<file path="src/rtl/fracdiv_pkg.sv">
package fracdiv_pkg;
   localparam int unsigned MIN_DIV = 4;

   typedef enum logic {
      SHAPE_PULSE  = 1'b0,
      SHAPE_SQUARE = 1'b1
   } out_shape_e;
endpackage

</file>
<file path="src/rtl/fracdiv_accum.sv">
module fracdiv_accum #(
   parameter int unsigned AW = 10
) (
   input  logic          clk,
   input  logic          rst_n,
   input  logic          load,
   input  logic [AW-1:0] k_in,
   input  logic [AW-1:0] f_in,
   output logic          sel_next,
   output logic          sel_q
);
   localparam int unsigned SW = AW + 1;

   logic [AW-1:0] acc_q;
   logic [AW-1:0] f_lat_q;
   logic [SW-1:0] sum;
   logic [SW-1:0] wrapped;

   always_comb begin
      sum      = {1'b0, acc_q} + {1'b0, k_in};
      sel_next = (sum >= {1'b0, f_in});
      wrapped  = sel_next ? (sum - {1'b0, f_in}) : sum;
   end

   always_ff @(posedge clk) begin
      if (!rst_n) begin
         acc_q   <= '0;
         sel_q   <= 1'b0;
         f_lat_q <= '0;
      end else if (load) begin
         acc_q   <= wrapped[AW-1:0];
         sel_q   <= sel_next;
         f_lat_q <= f_in;
      end
   end

   // the select only changes at a load
   p_sel_hold_r3: assert property (@(posedge clk) disable iff (!rst_n)
      !load |=> $stable(sel_q));
   // the carried remainder stays below the latched modulus
   p_acc_bound_r4: assert property (@(posedge clk) disable iff (!rst_n)
      (f_lat_q != '0) |-> (acc_q < f_lat_q));
   // the fractional word must be below the modulus when sampled
   p_legal_k_r3: assert property (@(posedge clk) disable iff (!rst_n)
      load |-> (k_in < f_in));
endmodule

</file>
<file path="src/rtl/fracdiv_count.sv">
module fracdiv_count #(
   parameter int unsigned NW = 8
) (
   input  logic        clk,
   input  logic        rst_n,
   input  logic [NW:0] len,
   output logic        load,
   output logic [NW:0] rem_q,
   output logic [NW:0] cur_len_q
);
   assign load = (rem_q == '0);

   always_ff @(posedge clk) begin
      if (!rst_n) begin
         rem_q     <= '0;
         cur_len_q <= '0;
      end else if (load) begin
         rem_q     <= len - 1'b1;
         cur_len_q <= len;
      end else begin
         rem_q     <= rem_q - 1'b1;
      end
   end

   // steady countdown between loads
   p_countdown_r2: assert property (@(posedge clk) disable iff (!rst_n)
      (rem_q != '0) |=> (rem_q == $past(rem_q) - 1'b1));
   // a period is never shorter than the minimum ratio
   p_min_len_r2: assert property (@(posedge clk) disable iff (!rst_n)
      load |=> (rem_q >= (NW+1)'(fracdiv_pkg::MIN_DIV - 1)));
endmodule

</file>
<file path="src/rtl/fracdiv_shape.sv">
module fracdiv_shape #(
   parameter int unsigned           NW    = 8,
   parameter fracdiv_pkg::out_shape_e SHAPE = fracdiv_pkg::SHAPE_PULSE
) (
   input  logic        clk,
   input  logic        rst_n,
   input  logic [NW:0] rem,
   input  logic [NW:0] cur_len,
   output logic        div_o
);
   generate
      if (SHAPE == fracdiv_pkg::SHAPE_PULSE) begin : g_pulse
         assign div_o = (rem == '0);
         // the pulse never lasts two cycles
         p_single_pulse_r8: assert property (@(posedge clk) disable iff (!rst_n)
            div_o |=> !div_o);
      end else begin : g_square
         // high from the load cycle through the first ceil(L/2) cycles
         assign div_o = (rem == '0) || (rem > (cur_len >> 1));
      end
   endgenerate
endmodule

</file>
<file path="src/rtl/fracn_divider.sv">
module fracn_divider #(
   parameter int unsigned             NW        = 8,
   parameter int unsigned             AW        = 10,
   parameter fracdiv_pkg::out_shape_e OUT_SHAPE = fracdiv_pkg::SHAPE_PULSE
) (
   input  logic          clk_fast,
   input  logic          rst_n,
   input  logic [NW-1:0] div_int,
   input  logic [AW-1:0] frac_k,
   input  logic [AW-1:0] acc_mod,
   output logic          div_clk,
   output logic          ovf_sel,
   output logic [NW:0]   cycles_left
);
   localparam int unsigned LW = NW + 1;

   generate
      if (NW < 3) begin : g_bad_nw
         $fatal(1, "NW must hold the minimum ratio");
      end
      if (AW < 2) begin : g_bad_aw
         $fatal(1, "AW must be at least 2");
      end
   endgenerate

   logic          load;
   logic          sel_next;
   logic [LW-1:0] len;
   logic [LW-1:0] rem;
   logic [LW-1:0] cur_len;

   assign len = {1'b0, div_int} + {{NW{1'b0}}, sel_next};

   fracdiv_accum #(.AW(AW)) u_accum (
      .clk      (clk_fast),
      .rst_n    (rst_n),
      .load     (load),
      .k_in     (frac_k),
      .f_in     (acc_mod),
      .sel_next (sel_next),
      .sel_q    (ovf_sel)
   );

   fracdiv_count #(.NW(NW)) u_count (
      .clk       (clk_fast),
      .rst_n     (rst_n),
      .len       (len),
      .load      (load),
      .rem_q     (rem),
      .cur_len_q (cur_len)
   );

   fracdiv_shape #(.NW(NW), .SHAPE(OUT_SHAPE)) u_shape (
      .clk     (clk_fast),
      .rst_n   (rst_n),
      .rem     (rem),
      .cur_len (cur_len),
      .div_o   (div_clk)
   );

   assign cycles_left = rem;

   // the integer ratio must meet the minimum when sampled
   p_min_n_r2: assert property (@(posedge clk_fast) disable iff (!rst_n)
      load |-> (div_int >= NW'(fracdiv_pkg::MIN_DIV)));
endmodule

</file>
<file path="config.mk">
export PLATFORM = sky130hd
export DESIGN_NAME = fracn_divider
export DESIGN_NICKNAME = d
export VERILOG_FILES = /design/src/rtl/fracdiv_pkg.sv /design/src/rtl/fracdiv_accum.sv /design/src/rtl/fracdiv_count.sv /design/src/rtl/fracdiv_shape.sv /design/src/rtl/fracn_divider.sv
export SDC_FILE = /design/constraint.sdc
export NUM_CORES = 1
export LEC_CHECK = 0
export CAP_MARGIN = 20
export CORE_ASPECT_RATIO = 0.5
export CORE_MARGIN = 3
export CORE_UTILIZATION = 52
export DETAILED_ROUTE_END_ITERATION = 8
export PLACE_DENSITY = 0.81
export REMOVE_ABC_BUFFERS = 1
export SLEW_MARGIN = 20
export SYNTH_ARGS = -nofsm -noshare
export SYNTH_HDL_FRONTEND = slang
export SYNTH_SLANG_ARGS = --single-unit
export TNS_END_PERCENT = 5
</file>
<file path="constraint.sdc">
create_clock -name clk_fast -period 7 [get_ports clk_fast]
set_clock_uncertainty 0.1 [all_clocks]
set_input_delay 2.1 -clock clk_fast [delete_from_list [all_inputs] [get_ports clk_fast]]
set_output_delay 2.1 -clock clk_fast [all_outputs]
set_load 0.02 [all_outputs]
</file>
==> results of run 1 <==
==> worst min-delay path, delay by kind of cell, from the launching register on <==
family          cells  cell delay [ps]
simple gates        1               60
compound gates      1               60
flops               1              330
==> cells in the mapped netlist (2+ instances only) <==
cell       instances
a211oi_1           3
a21oi_1           18
inv_1             23
o21a_1             3
clkbuf_1           4
o21ai_0           13
nor3_1            11
o21ai_1            2
nor2_1            15
nand2b_1           4
o2111ai_1          3
ha_1              23
buf_6              2
nor2b_1            4
a31oi_1            3
xor2_1             7
mux2i_1            8
or4_1              5
dfxtp_1           20
nand4_1            2
nor4_1             3
o31a_1             3
o211ai_1           2
xnor2_1           13
nor3b_1            3
o31ai_1            2
and3_1             7
nand2_1           22
fa_1               2
nand3_1            5
==> state kept, by name, indices dropped and copies added, names as in the netlist <==
| name | cells |
|---|---|
| u_count.rem_q | 9 |
| u_accum.acc_q | 10 |
| u_accum.sel_q | 1 |
==> metal layers <==
metal / global-route usage [%] / up-vias / part of all wire (%)
met5: 0 / - / 0
met4: 5.11 / 0 / 0.96
met3: 5.70 / 6 / 5.9
met2: 39.1 / 65 / 45
met1: 30.7 / 876 / 48
li1: - / 976 / -
==> worst max path at each step <==
stage               slack, ps      start  cells after the start               end
finish                    600  frac_k[0]                     21  u_count.rem_q[8]
global route              310  frac_k[0]                     21  u_count.rem_q[8]
CTS                       610  frac_k[0]                     21  u_count.rem_q[8]
detailed placement        430  frac_k[0]                     21  u_count.rem_q[8]
global placement          540  frac_k[0]                     21  u_count.rem_q[7]
floorplan                1060  frac_k[0]                     20  u_count.rem_q[8]
==> per-stage QoR <==
step | instance area, sq um | power (mW) | instances | hold slack [ps]
5_1_grt | 2450 | 1.45 | 340 | 418
2_1_floorplan | 1910 | 0.940 | 244 | 340
3_5_place_dp | 2380 | 1.19 | 336 | 375
4_1_cts | 2450 | 1.33 | 340 | 389
6_report | 2450 | 1.34 | 340 | 389
3_3_place_gp | 2380 | 1.17 | 336 | 354
==> kinds of logic (layout without fill, tap and decap cells) <==
kind of cell             count (synthesis)  count (layout)
multiplexers                             9               9
AO/OA/AOI/OAI                           59              59
adder cells (fa/ha/maj)                 25              25
flip-flops                              20              20
XOR/XNOR                                20              20
AND/OR/NAND/NOR                         87              87
buffers and inverters                   32              69
==> layout make-up <==
cell class	count	area (sq um)	area share (%)
multi-input combinational	200	1420	57.8
timing repair buffer	41	408	16.6
sequential	20	400	16.3
inverter	24	91.3	3.72
tap	51	63.8	2.60
clock buffer	3	41.3	1.68
clock inverter	1	30.0	1.22
==> power breakdown <==
group	internal, mW	switching (mW)
Sequential	0.165	0.0420
Clock	0.0764	0.0453
Combinational	0.441	0.567
==> impl_metrics.json, run 1 <==
{
  "wl_per_cell_um": 15.3,
  "p_per_area_mw_per_mm2": 545,
  "row_count": 15,
  "vdd_drop_max_mv": 0.292,
  "hp-start": "u_accum.acc_q[2]",
  "path_class": "in -> reg",
  "cp_common_cell": "ha_1",
  "synth_compound_gate_area_share_pct": 19.0,
  "drt-pass1-iter-count": 4,
  "post_cts_resized": 0,
  "port_buffers": 40,
  "cts_tree": "built",
  "slew_headroom_pct": 51.3,
  "final_cell_mix": "clkdlybuf4s50_1 (40), inv_1 (23), ha_1 (23)",
  "synth_cells": 252,
  "synth-xor-area-share_pct": 8.93,
  "drc": 0,
  "rsz0062_at_grt": "no",
  "cts_hold_buffers": 0,
  "setup_viol": 0,
  "mostFrequentLayoutCell": "clkdlybuf4s50_1",
  "dp_hpwl_um": 3950,
  "clock-sinks": 20,
  "drive_above_1_share_pct": 3.46,
  "cts_made_buffers": 3,
  "num_antenna_cells": 0,
  "fmax_ghz": 0.156,
  "finalWirelength_um": 5210,
  "synth-simple-area-share_pct": 23.1,
  "slowest_stage": "clkdlybuf4s50_1",
  "grt_max_degree": 30,
  "path_delay_family": "simple AND/OR/NAND/NOR gates",
  "ys_types": 47,
  "vias_per_cell": 5.66,
  "synthMuxAreaShare_pct": 4.66,
  "start_kind": "primary input",
  "die_w_um": 92.9,
  "required_ps": 7100,
  "yosys.area.top_type_share_pct": 20.4,
  "maxCapViolations": 0,
  "fill_cells": 304,
  "yosys_warnings": 0,
  "hold_path_class": "reg -> reg",
  "dieHeight_um": 49.4,
  "synth-async-reset-ratio_pct": 0,
  "reg2reg_slack_ps": 2520,
  "power.leakage_nw": 1.06,
  "fin_ws_ps": 601,
  "hold_violations": 0,
  "synth_top_family_by_area": "simple AND/OR/NAND/NOR gates",
  "crit_arrival_ps": 6500,
  "finalSetupTns_ps": 0,
  "path_cells": "clkdlybuf4s50_1 > ha_1 > inv_1 > fa_1 > nor2b_1 > o31a_1 > o22ai_1 > xnor2_1 > ha_1 > a21oi_1 > and2_1 > and3_1 > o211ai_1 > inv_1 > ha_1 > ha_1 > nand2b_1 > or4_1 > nor4_1 > mux2i_1 > nor2b_1",
  "antenna_found_initial": 0,
  "grt_pass1_vias": 1880,
  "root_buffer": "clkbuf_8",
  "pre_cts_ws_ps": 429,
  "clock_latency_ps": 270,
  "initial_core_util_pct": 55.6,
  "tightest_slew_ps": 728,
  "rr_endpoint": "u_count.rem_q[8]",
  "synth_flop_cell": "dfxtp_1",
  "boundaryPins": 41,
  "fin_crit_sh_pct": 91.4,
  "min_path_cells": 2,
  "nNetsFinal": 345,
  "grtUsageTotal_pct": 23.4,
  "place_congestion": 0.906,
  "drtAntennaViolNets": 0,
  "post-route-util_pct": 69.6,
  "slowest_delay_ps": 460,
  "core_sq_mm": 0.00353,
  "synth_area_leaders": "dfxtp_1 (20%), ha_1 (15%), xnor2_1 (5.8%), a21oi_1 (4.6%), inv_1 (4.4%)",
  "area_growth_pct": 25.1,
  "cts.path.max_buffers": 2,
  "synthAdderAreaFrac_pct": 16.7,
  "synth-seq-cells": 20,
  "final-max-slew-violation-count": 0,
  "grt-ovfl-total": 0,
  "yosys.area.top_type": "dfxtp_1",
  "endpoint_kind": "flip-flop",
  "clk_pin_slew_ps": 80,
  "synth-edff-count": 0,
  "vias": 1923,
  "htreeDepth": 1,
  "ys_seq_area_share_pct": 20.4,
  "synth_area_sq_mm": 0.00196,
  "reg2reg_depth": 20,
  "grt_pass1_wl_um": 8560,
  "initialDrtViolationCount": 62,
  "avgSynthCellArea_sq_um": 7.79,
  "path_max_fanout": 5,
  "r2r_start": "u_accum.acc_q[0]",
  "status": "finished clean",
  "layout_min_cycle_time_ps": 6400,
  "whs_endpoint": "u_accum.acc_q[2]",
  "post_cts_buffers": 0,
  "critical_path_buf_inv_count": 3,
  "design.die.area_sq_mm": 0.00459
}
No activity file was read; power rests on OpenSTA's default activity.
==> run 2, diff against run 1 <==
==> constraint.sdc (replaced) <==
create_clock -name clk_fast -period 6.2 [get_ports clk_fast]
set_clock_uncertainty 0.1 [all_clocks]
set_input_delay 1.86 -clock clk_fast [delete_from_list [all_inputs] [get_ports clk_fast]]
set_output_delay 1.86 -clock clk_fast [all_outputs]
set_load 0.02 [all_outputs]
==> impl_metrics.json, run 2 (synthesis results as in run 1) <==
{
  "fmax_ghz": 0.165,
  "required_ps": 6310,
  "drtAntennaViolNets": 0,
  "place_congestion": 0.909,
  "met1_usage_pct": 29.4,
  "root_buffer": "clkbuf_8",
  "grtUsageTotal_pct": 22.6,
  "finalSetupTns_ps": 0,
  "met3_usage_pct": 5.39,
  "startpoint": "frac_k[0]",
  "fin_hold_ws_ps": 379,
  "start_kind": "primary input",
  "slew_headroom_pct": 50.6,
  "tightest_slew_ps": 739,
  "antenna_found_initial": 0,
  "cts_tree": "built",
  "port_buffers": 40,
  "drt-pass1-iter-count": 4,
  "grt_pass1_vias": 1788,
  "endpoint_kind": "flip-flop",
  "pre_cts_ws_ps": -64.5,
  "crit_arrival_ps": 6150,
  "boundaryPins": 41,
  "clock-sinks": 20,
  "path_class": "in -> reg",
  "slowest_stage": "clkdlybuf4s50_1",
  "final-max-slew-violation-count": 0,
  "cts_hold_buffers": 0,
  "fin_ws_ps": 156,
  "clock_latency_ps": 270,
  "slowest_delay_ps": 460,
  "num_antenna_cells": 0,
  "reg_top3": "u_accum.acc_q (10), u_count.rem_q (9), u_accum.sel_q (1)",
  "cts.path.max_buffers": 2,
  "wl_per_cell_um": 15.4,
  "hold_path_class": "reg -> reg",
  "core_sq_mm": 0.00353,
  "largest_register": "u_accum.acc_q",
  "fin_crit_sh_pct": 97.5,
  "maxCapViolations": 0,
  "post-route-util_pct": 70.6,
  "grt_pass1_wl_um": 8160,
  "drc": 0,
  "largest_register_ffs": 10,
  "grtUsageMet2_pct": 37.5,
  "hold_violations": 0,
  "cts_made_buffers": 3,
  "clk_pin_slew_ps": 80,
  "vias_per_cell": 5.87,
  "hp-start": "u_accum.acc_q[2]",
  "mostFrequentLayoutCell": "clkdlybuf4s50_1",
  "layout_min_cycle_time_ps": 6040,
  "r2r_start": "u_accum.acc_q[0]",
  "finalWirelength_um": 5250,
  "htreeDepth": 1,
  "fill_cells": 295,
  "setup_viol": 0,
  "initialDrtViolationCount": 118,
  "design.die.area_sq_mm": 0.00459,
  "vias": 2002,
  "status": "finished clean",
  "path_cells": "clkdlybuf4s50_1 > ha_1 > inv_1 > fa_1 > nor2b_2 > o31a_1 > o22ai_1 > xnor2_1 > ha_1 > a21oi_2 > and2_1 > and3_1 > o211ai_1 > inv_1 > ha_1 > ha_1 > nand2b_1 > or4_4 > nor4_2 > mux2i_1 > nor2b_1",
  "drive_above_1_share_pct": 5.86,
  "grt-ovfl-total": 0,
  "dieHeight_um": 49.4,
  "cp_common_cell": "ha_1",
  "initial_core_util_pct": 55.6,
  "vdd_drop_max_mv": 0.305,
  "power.leakage_nw": 1.07,
  "finalPower_mw": 1.53,
  "grt_max_degree": 30,
  "row_count": 15,
  "p_per_area_mw_per_mm2": 615,
  "area_growth_pct": 26.9,
  "path_max_fanout": 4,
  "die_w_um": 92.9,
  "final_cell_mix": "clkdlybuf4s50_1 (40), inv_1 (23), ha_1 (23)",
  "nNetsFinal": 346,
  "busiest_layer": "met2",
  "dp_hpwl_um": 3920
}
## run 2: cell count changes in the layout (fill, tap and decap cells not counted)
cell | previous run | this run
nor4_1 | 3 | 1
nor4_2 | 0 | 2
a21oi_1 | 18 | 17
a21oi_2 | 0 | 1
buf_4 | 1 | 2
nor2b_1 | 4 | 3
nor2b_2 | 0 | 1
nor3b_1 | 3 | 2
nor3b_2 | 0 | 1
or4_1 | 5 | 4
or4_4 | 0 | 1
## run 2: timing repair
item,4_1_cts,5_1_grt
setup buffers,0,1
gates resized for setup,0,6
hold endpoints to repair,0,0
endpoints found under the setup margin,0,3
## run 2: per-stage QoR
| stage | area (sq um) | std cells |
|---|---|---|
| finish | 2490 | 341 |
| floorplan | 1910 | 244 |
| global placement | 2380 | 336 |
| detailed placement | 2380 | 336 |
| CTS | 2450 | 340 |
| global route | 2490 | 341 |
## run 2: worst max-delay path, delay by kind of cell
kind,cells,cell delay (ps)
and+or+nand+nor,7,1340
adders and majority gates,5,1270
AOI/OAI and AO/OA,4,670
buffers and inverters,3,620
xor gates and xnor gates,1,270
muxes,1,110
## run 2: layout make-up
type	count	area, sq um	area share [%]
multi-input cells	200	1450	58.1
flip-flops and latches	20	400	16.1
well taps	51	63.8	2.56
inverters	24	91.3	3.67
clock inverters	1	30.0	1.21
repair buffers	42	415	16.7
clock buffers	3	41.3	1.66
## run 2: path summary, 6_finish.rpt
check,endpoint,slack [ps],cells after the start
worst max register to register,u_count.rem_q[8],1870,20
worst max-delay path,u_count.rem_q[8],160,21
worst min register to register,u_accum.acc_q[2],380,2
worst min-delay path,u_accum.acc_q[2],380,2
## run 2: metal layers
layer	share of wire, %	up-vias
li1	-	985
met1	44	926
met2	46	81
met3	8.3	10
met4	1.5	0
met5	0	-
## run 2: power by group
group / internal, mW / switching [mW] / total, mW / leakage [nW]
logic: 0.506 / 0.656 / 1.16 / 0.874
clock network: 0.0863 / 0.0500 / 0.136 / 0.0357
registers: 0.187 / 0.0466 / 0.233 / 0.165
total: 0.779 / 0.753 / 1.53 / 1.07
==> run 3, diff against run 2 <==
--- a/config.mk
+++ b/config.mk
@@ -16,4 +16,3 @@
 export SYNTH_ARGS = -nofsm -noshare
 export SYNTH_HDL_FRONTEND = slang
 export SYNTH_SLANG_ARGS = --single-unit
-export TNS_END_PERCENT = 5
==> results of run 3 <==
The final DEF is identical to that of run 2; final timing and power are the same.
